`config.mk`:
```
export PLATFORM = sky130hd
export DESIGN_NAME = pingpong_rx_buffer
export DESIGN_NICKNAME = d
export VERILOG_FILES = /design/src/rtl/pprx_pkg.sv /design/src/rtl/pprx_addr_filter.sv /design/src/rtl/pprx_word_packer.sv /design/src/rtl/pprx_buf_status.sv /design/src/rtl/pingpong_rx_buffer.sv
export SDC_FILE = /design/constraint.sdc
export NUM_CORES = 1
export LEC_CHECK = 0
export BUFFER_PORTS_ARGS = -buffer_cell sky130_fd_sc_hd__buf_2
export CORE_MARGIN = 10
export CORE_UTILIZATION = 46
export DETAILED_ROUTE_END_ITERATION = 10
export GPL_TIMING_DRIVEN = 1
export PLACE_DENSITY = 0.7
export SKIP_CTS_REPAIR_TIMING = 1
export SLEW_MARGIN = 20
export SYNTH_ARGS = -nofsm -noshare
export SYNTH_HDL_FRONTEND = slang
export SYNTH_SLANG_ARGS = --single-unit
```
`constraint.sdc`:
```
create_clock -name clk -period 5.7 [get_ports clk]
set_input_delay 0.57 -clock clk [delete_from_list [all_inputs] [get_ports clk]]
set_output_delay 0.57 -clock clk [all_outputs]
set_load 0.03 [all_outputs]
```
`src/rtl/pprx_pkg.sv`:
```
package pprx_pkg;
  localparam int unsigned HDR_BYTES = 6;
  localparam int unsigned LANES     = 4;

  // Bytes available from the start of the selected buffer to the window end.
  function automatic int unsigned space_bytes(input logic sel, input int unsigned buf_words);
    return sel ? buf_words * LANES : 2 * buf_words * LANES;
  endfunction

  // First word of the selected buffer.
  function automatic int unsigned buf_base(input logic sel, input int unsigned buf_words);
    return sel ? buf_words : 0;
  endfunction

  // Station byte k, with byte 0 in the low bits.
  function automatic logic [7:0] addr_byte(input logic [47:0] a, input logic [2:0] k);
    logic [7:0] r;
    r = '0;
    for (int i = 0; i < 6; i++)
      if (k == 3'(i)) r = a[8*i +: 8];
    return r;
  endfunction

  // Put a byte into a lane; lane 0 starts a fresh word.
  function automatic logic [31:0] merge_lane(input logic [31:0] w, input logic [1:0] lane,
                                             input logic [7:0] b);
    logic [31:0] r;
    r = (lane == 2'd0) ? 32'd0 : w;
    r[{lane, 3'b000} +: 8] = b;
    return r;
  endfunction
endpackage

```
`src/rtl/pprx_addr_filter.sv`:
```
module pprx_addr_filter
  import pprx_pkg::*;
(
  input  logic        clk,
  input  logic        rst_n,
  input  logic        take,
  input  logic        first,
  input  logic        last,
  input  logic [2:0]  pos,
  input  logic [7:0]  byte_in,
  input  logic [47:0] station,
  output logic        hdr_done,
  output logic        hdr_pass
);
  logic match_q, group_q, pass_q;
  logic match_now, group_now, byte_eq;

  assign byte_eq   = (pos >= 3'(HDR_BYTES)) || (byte_in == addr_byte(station, pos));
  assign match_now = (first ? 1'b1 : match_q) & byte_eq;
  assign group_now = first ? byte_in[7] : group_q;
  assign hdr_done  = (pos >= 3'(HDR_BYTES - 1));
  assign hdr_pass  = (pos == 3'(HDR_BYTES - 1)) ? (group_now | match_now) : pass_q;

  always_ff @(posedge clk or negedge rst_n) begin
    if (!rst_n) begin
      match_q <= 1'b0;
      group_q <= 1'b0;
      pass_q  <= 1'b0;
    end else if (take) begin
      if (last) begin
        match_q <= 1'b0;
        group_q <= 1'b0;
        pass_q  <= 1'b0;
      end else begin
        match_q <= match_now;
        group_q <= group_now;
        if (pos == 3'(HDR_BYTES - 1)) pass_q <= group_now | match_now;
      end
    end
  end
endmodule

```
`src/rtl/pprx_word_packer.sv`:
```
module pprx_word_packer
  import pprx_pkg::*;
#(
  parameter int unsigned WADDR_W = 10
) (
  input  logic               clk,
  input  logic               rst_n,
  input  logic               put,
  input  logic               flush,
  input  logic [1:0]         lane,
  input  logic [7:0]         byte_in,
  input  logic [WADDR_W-1:0] waddr,
  output logic               mem_we,
  output logic [WADDR_W-1:0] mem_addr,
  output logic [31:0]        mem_wdata
);
  logic [31:0] word_q, word_next;

  assign word_next = merge_lane(word_q, lane, byte_in);

  always_ff @(posedge clk or negedge rst_n) begin
    if (!rst_n) begin
      word_q    <= '0;
      mem_we    <= 1'b0;
      mem_addr  <= '0;
      mem_wdata <= '0;
    end else begin
      mem_we <= put & flush;
      if (put) begin
        word_q <= word_next;
        if (flush) begin
          mem_addr  <= waddr;
          mem_wdata <= word_next;
        end
      end
    end
  end
endmodule

```
`src/rtl/pprx_buf_status.sv`:
```
module pprx_buf_status (
  input  logic       clk,
  input  logic       rst_n,
  input  logic       frame_done,
  input  logic       pingpong_en,
  input  logic       irq_global_en,
  input  logic       ctl_we,
  input  logic       ctl_sel,
  input  logic       ctl_s,
  input  logic       ctl_i,
  output logic [1:0] full,
  output logic       cur,
  output logic       irq
);
  logic [1:0] ie_q;

  always_ff @(posedge clk or negedge rst_n) begin
    if (!rst_n) begin
      full <= '0;
      ie_q <= '0;
      cur  <= 1'b0;
      irq  <= 1'b0;
    end else begin
      irq <= frame_done & irq_global_en & ie_q[0];
      if (ctl_we) begin
        full[ctl_sel] <= ctl_s;
        ie_q[ctl_sel] <= ctl_i;
      end
      if (frame_done) begin
        full[cur] <= 1'b1;
        cur       <= cur ^ pingpong_en;
      end
    end
  end
endmodule

```
`src/rtl/pingpong_rx_buffer.sv`:
```
module pingpong_rx_buffer
  import pprx_pkg::*;
#(
  parameter  int unsigned BUF_WORDS = 512,
  localparam int unsigned WADDR_W   = $clog2(2 * BUF_WORDS)
) (
  input  logic               clk,
  input  logic               rst_n,
  input  logic               pingpong_en,
  input  logic [47:0]        station_addr,
  input  logic               irq_global_en,
  input  logic               rx_valid,
  input  logic [7:0]         rx_data,
  input  logic               rx_last,
  output logic               rx_ready,
  input  logic               ctl_we,
  input  logic               ctl_sel,
  input  logic               ctl_s,
  input  logic               ctl_i,
  output logic [1:0]         buf_full,
  output logic               cur_buf,
  output logic               mem_we,
  output logic [WADDR_W-1:0] mem_addr,
  output logic [31:0]        mem_wdata,
  output logic               irq
);
  localparam int unsigned CNT_W = $clog2(2 * BUF_WORDS * LANES + 1);

  logic             in_frame, busy_q, over_q;
  logic [CNT_W-1:0] byte_idx, limit;
  logic             first, busy_now, over_now, filt_reject;
  logic             wr_byte, frame_done;
  logic             hdr_done, hdr_pass;
  logic [2:0]       hdr_pos;
  logic [WADDR_W-1:0] waddr;

  assign first       = !in_frame;
  assign limit       = CNT_W'(space_bytes(cur_buf, BUF_WORDS));
  assign busy_now    = first ? buf_full[cur_buf] : busy_q;
  assign over_now    = over_q | (byte_idx >= limit);
  assign hdr_pos     = (byte_idx < CNT_W'(HDR_BYTES)) ? byte_idx[2:0] : 3'(HDR_BYTES);
  assign filt_reject = hdr_done & !hdr_pass;
  assign wr_byte     = rx_valid & !busy_now & !over_now & !filt_reject;
  assign frame_done  = rx_valid & rx_last & !busy_now & !over_now & hdr_done & hdr_pass;
  assign waddr       = WADDR_W'(buf_base(cur_buf, BUF_WORDS)) + WADDR_W'(byte_idx >> 2);
  assign rx_ready    = !buf_full[cur_buf];

  always_ff @(posedge clk or negedge rst_n) begin
    if (!rst_n) begin
      in_frame <= 1'b0;
      busy_q   <= 1'b0;
      over_q   <= 1'b0;
      byte_idx <= '0;
    end else if (rx_valid) begin
      if (rx_last) begin
        in_frame <= 1'b0;
        busy_q   <= 1'b0;
        over_q   <= 1'b0;
        byte_idx <= '0;
      end else begin
        in_frame <= 1'b1;
        busy_q   <= busy_now;
        over_q   <= over_now;
        if (byte_idx < limit) byte_idx <= byte_idx + 1'b1;
      end
    end
  end

  pprx_addr_filter u_filter (
    .clk(clk), .rst_n(rst_n), .take(rx_valid), .first(first), .last(rx_last),
    .pos(hdr_pos), .byte_in(rx_data), .station(station_addr),
    .hdr_done(hdr_done), .hdr_pass(hdr_pass)
  );

  pprx_word_packer #(.WADDR_W(WADDR_W)) u_packer (
    .clk(clk), .rst_n(rst_n), .put(wr_byte), .flush((byte_idx[1:0] == 2'd3) | rx_last),
    .lane(byte_idx[1:0]), .byte_in(rx_data), .waddr(waddr),
    .mem_we(mem_we), .mem_addr(mem_addr), .mem_wdata(mem_wdata)
  );

  pprx_buf_status u_status (
    .clk(clk), .rst_n(rst_n), .frame_done(frame_done), .pingpong_en(pingpong_en),
    .irq_global_en(irq_global_en), .ctl_we(ctl_we), .ctl_sel(ctl_sel),
    .ctl_s(ctl_s), .ctl_i(ctl_i), .full(buf_full), .cur(cur_buf), .irq(irq)
  );
endmodule

```
==> impl_metrics.tcl <==
set metrics [dict create \
    cts_buffers 9 \
    crit_arrival_ns 4.60 \
    finalCritPeriodShare 0.768 \
    cts_tree "done" \
    finClkSkew_ns 0.00780 \
    nets 664 \
    fin_setup_tns_ns 0 \
    ir_drop_mv 0.194 \
    placed_area_um2 5980 \
    regToRegEndpoint "u_packer.mem_wdata[31]" \
    drt_iter0_markers 399 \
    cp-start-kind "flip-flop" \
    clock_path_buffers 2 \
    fp.dieArea_um2 16300 \
    wirelength_um 14200 \
    cp_data_required_time_ns 5.92 \
    ys.flop_type "dfrtp_1" \
    reg2reg_depth 10 \
    clock_latency_ns 0.34 \
    postLayoutCellArea_um2 6260 \
    syn-num-nets 566 \
    p_leak_uw 0.00315 \
    cts-root-buf "clkbuf_16" \
    cap_violations 0 \
    syn_avg_cell_area_um2 10.8 \
    yosysWarnings 0 \
    drive_gt1_frac 0.264 \
    p_sw_uw 827 \
    clk_pin_slew_ns 0.07 \
    routed_via_density 5.92 \
    netlist_area_um2 5340 \
    core-area_um2 11400 \
    worstHoldPathType "primary input to asynchronous set/reset pin" \
    antenna_found_initial 0 \
    drc 0 \
    ys_ff_latch 99 \
    async_flop_share 1.00 \
    fmax_ghz 0.228 \
    htreeDepth 3 \
    p_per_area_nw_per_um2 354 \
    intPower_uw 1390 \
    rsz0062_at_grt "false" \
    final.min_clock_period_ns 4.38 \
    die_w_um 128 \
    seqPwrFrac 0.395 \
    io_buffers 113 \
    hpwlAfterDp_um 10400 \
    synth-edff-count 0 \
    synthToLayoutAreaGrowth_pct 17.4 \
    start_util 0.469 \
    grt_remaining_overflow 0 \
    slew_violations 0 \
    tightest_slew_ns 1.01 \
    path_class "flip-flop to flip-flop" \
    yosysUniqueCellTypes 67 \
    die_h_um 128 \
    rrSetupSlack_ns 1.32 \
    status "complete, no violations" \
    clkPwrFrac 0.265 \
    cp_slowest_cell "dfrtp_1" \
    rows 39 \
    ios 114 \
    grt_usage 0.177 \
    drt_pass1_iterations 5 \
    swShare 0.374 \
    place_congestion 0.877 \
    grt_pass1_wl_um 23500 \
    grt_max_degree 58 \
    max-slew-margin-rel 0.323 \
    end_kind "flip-flop" \
    cts.sinks 99 \
    antennaDiodeCount 0 \
    detail_route.wl_per_cell_um 19.3 \
    first_global_vias 4608 \
    vias 4369 \
    crit_path_max_fanout 36 \
    p_comb_frac 0.340 \
    hold_viol_final 0 \
    path_cells "or4b_4 > or3_1 > a32oi_1 > o21bai_1 > a2111oi_4 > nand3_1 > o211ai_2 > nor3b_4 > buf_4 > mux2_1" \
    worstReg2RegStart "byte_idx[2]" \
    postRouteAntennaNets 0 \
    cpPeakStageDelay_ns 0.80 \
    seq_area_frac_synth 0.464 \
    netlist_instances 492 \
    setup_viol 0 \
]
routing by layer:
metal	up-vias	GRT usage	wire length, µm
met5	-	0	0
met4	0	0.0444	167
met3	21	0.0546	1080
met2	156	0.294	7020
met1	2158	0.218	5940
li1	2034	-	-
kinds of logic (layout without fill, tap and decap cells):
logic type,after synthesis,count (layout),synth area share
AOI/OAI and AO/OA,135,135,0.204
xor gates and xnor gates,13,13,0.0213
adders and majority gates,8,8,0.0188
buffers and inverters,46,149,0.0382
DFF,99,99,0.464
muxes,53,53,0.115
and+or+nand+nor,138,138,0.139
power groups by stage:
stage                     Combinational (µW)  Clock [µW]  Sequential [µW]
after CTS                                754         598              874
after detailed placement                 751           0              888
final                                    752         588              875
after global routing                     821         632              891
after global placement                   738           0              883
after floorplan                          501           0              925
synthesized netlist by cell type (7+ instances only):
cell / instances / area share
nand2b_1: 9 / 0.011
xnor2_1: 7 / 0.011
ha_1: 8 / 0.019
a22o_1: 66 / 0.11
buf_1: 10 / 0.0070
mux2_1: 38 / 0.080
clkbuf_1: 17 / 0.012
nand3_1: 13 / 0.012
mux2_2: 7 / 0.015
nor2_1: 33 / 0.023
a21oi_1: 13 / 0.012
dfrtp_1: 99 / 0.46
nand2_1: 32 / 0.023
inv_1: 14 / 0.0098
o21ai_0: 9 / 0.0084
nor3_1: 11 / 0.010
layout by cell type (no fill, tap or decap), drive strengths merged, types with 7 or more instances in the layout:
cell	n
nand2	32
o21ai	10
nor2	34
dfrtp	99
inv	16
a22o	66
nor3	11
o211ai	7
clkbuf	10
xnor2	7
nand3	13
ha	8
nor3b	7
mux2	45
a21oi	13
nand2b	9
buf	119
worst max-delay path by stage:
| stage | startpoint | endpoint | slack, ns | cells after the start |
|---|---|---|---|---|
| 6_report | byte_idx[2] | u_packer.mem_wdata[31] | 1.32 | 10 |
| 5_1_grt | byte_idx[1] | u_packer.mem_wdata[31] | 0.97 | 10 |
| 4_1_cts | byte_idx[2] | u_packer.mem_addr[7] | 1.28 | 10 |
| 3_5_place_dp | byte_idx[2] | u_packer.mem_wdata[31] | 1.29 | 10 |
| 3_3_place_gp | byte_idx[2] | u_packer.mem_wdata[0] | 1.43 | 10 |
| 2_1_floorplan | byte_idx[6] | u_packer.mem_wdata[10] | 2.27 | 10 |
through the flow:
step	utilization	instances	total power, µW	hold slack (ns)	setup WS (ns)
floorplan	-	492	1430	0.274	2.27
global placement	0.526	722	1620	0.462	1.43
detailed placement	0.526	722	1640	0.469	1.29
CTS	0.551	738	2230	0.222	1.28
global route	0.551	738	2340	0.234	0.972
finish	0.551	738	2210	0.206	1.32
sequential cells by signal, summed over array words and instances (netlist names), 2 cells and up:
| signal | flops |
|---|---|
| byte_idx | 13 |
| u_packer.mem_addr | 10 |
| u_packer.mem_wdata | 32 |
| u_packer.word_q | 32 |
| u_status.full | 2 |
worst max-delay path: cells and delay by family (launching register included):
kind	cells	cell delay [ns]
multiplexers	1	0.38
AO/OA/AOI/OAI	4	0.98
flip-flops	1	0.80
AND/OR/NAND/NOR	4	1.58
buffers and inverters	1	0.49
area by class of cell:
| type | instances | area [µm²] |
|---|---|---|
| Fill cell | 1007 | 5110 |
| Tap cell | 143 | 179 |
| Clock inverter | 6 | 47.5 |
| Sequential cell | 99 | 2480 |
| Multi-Input combinational cell | 347 | 2660 |
| Timing Repair Buffer | 119 | 613 |
| Inverter | 14 | 52.6 |
| Clock buffer | 10 | 239 |
Note: power is estimated with default switching activity, not from simulation.
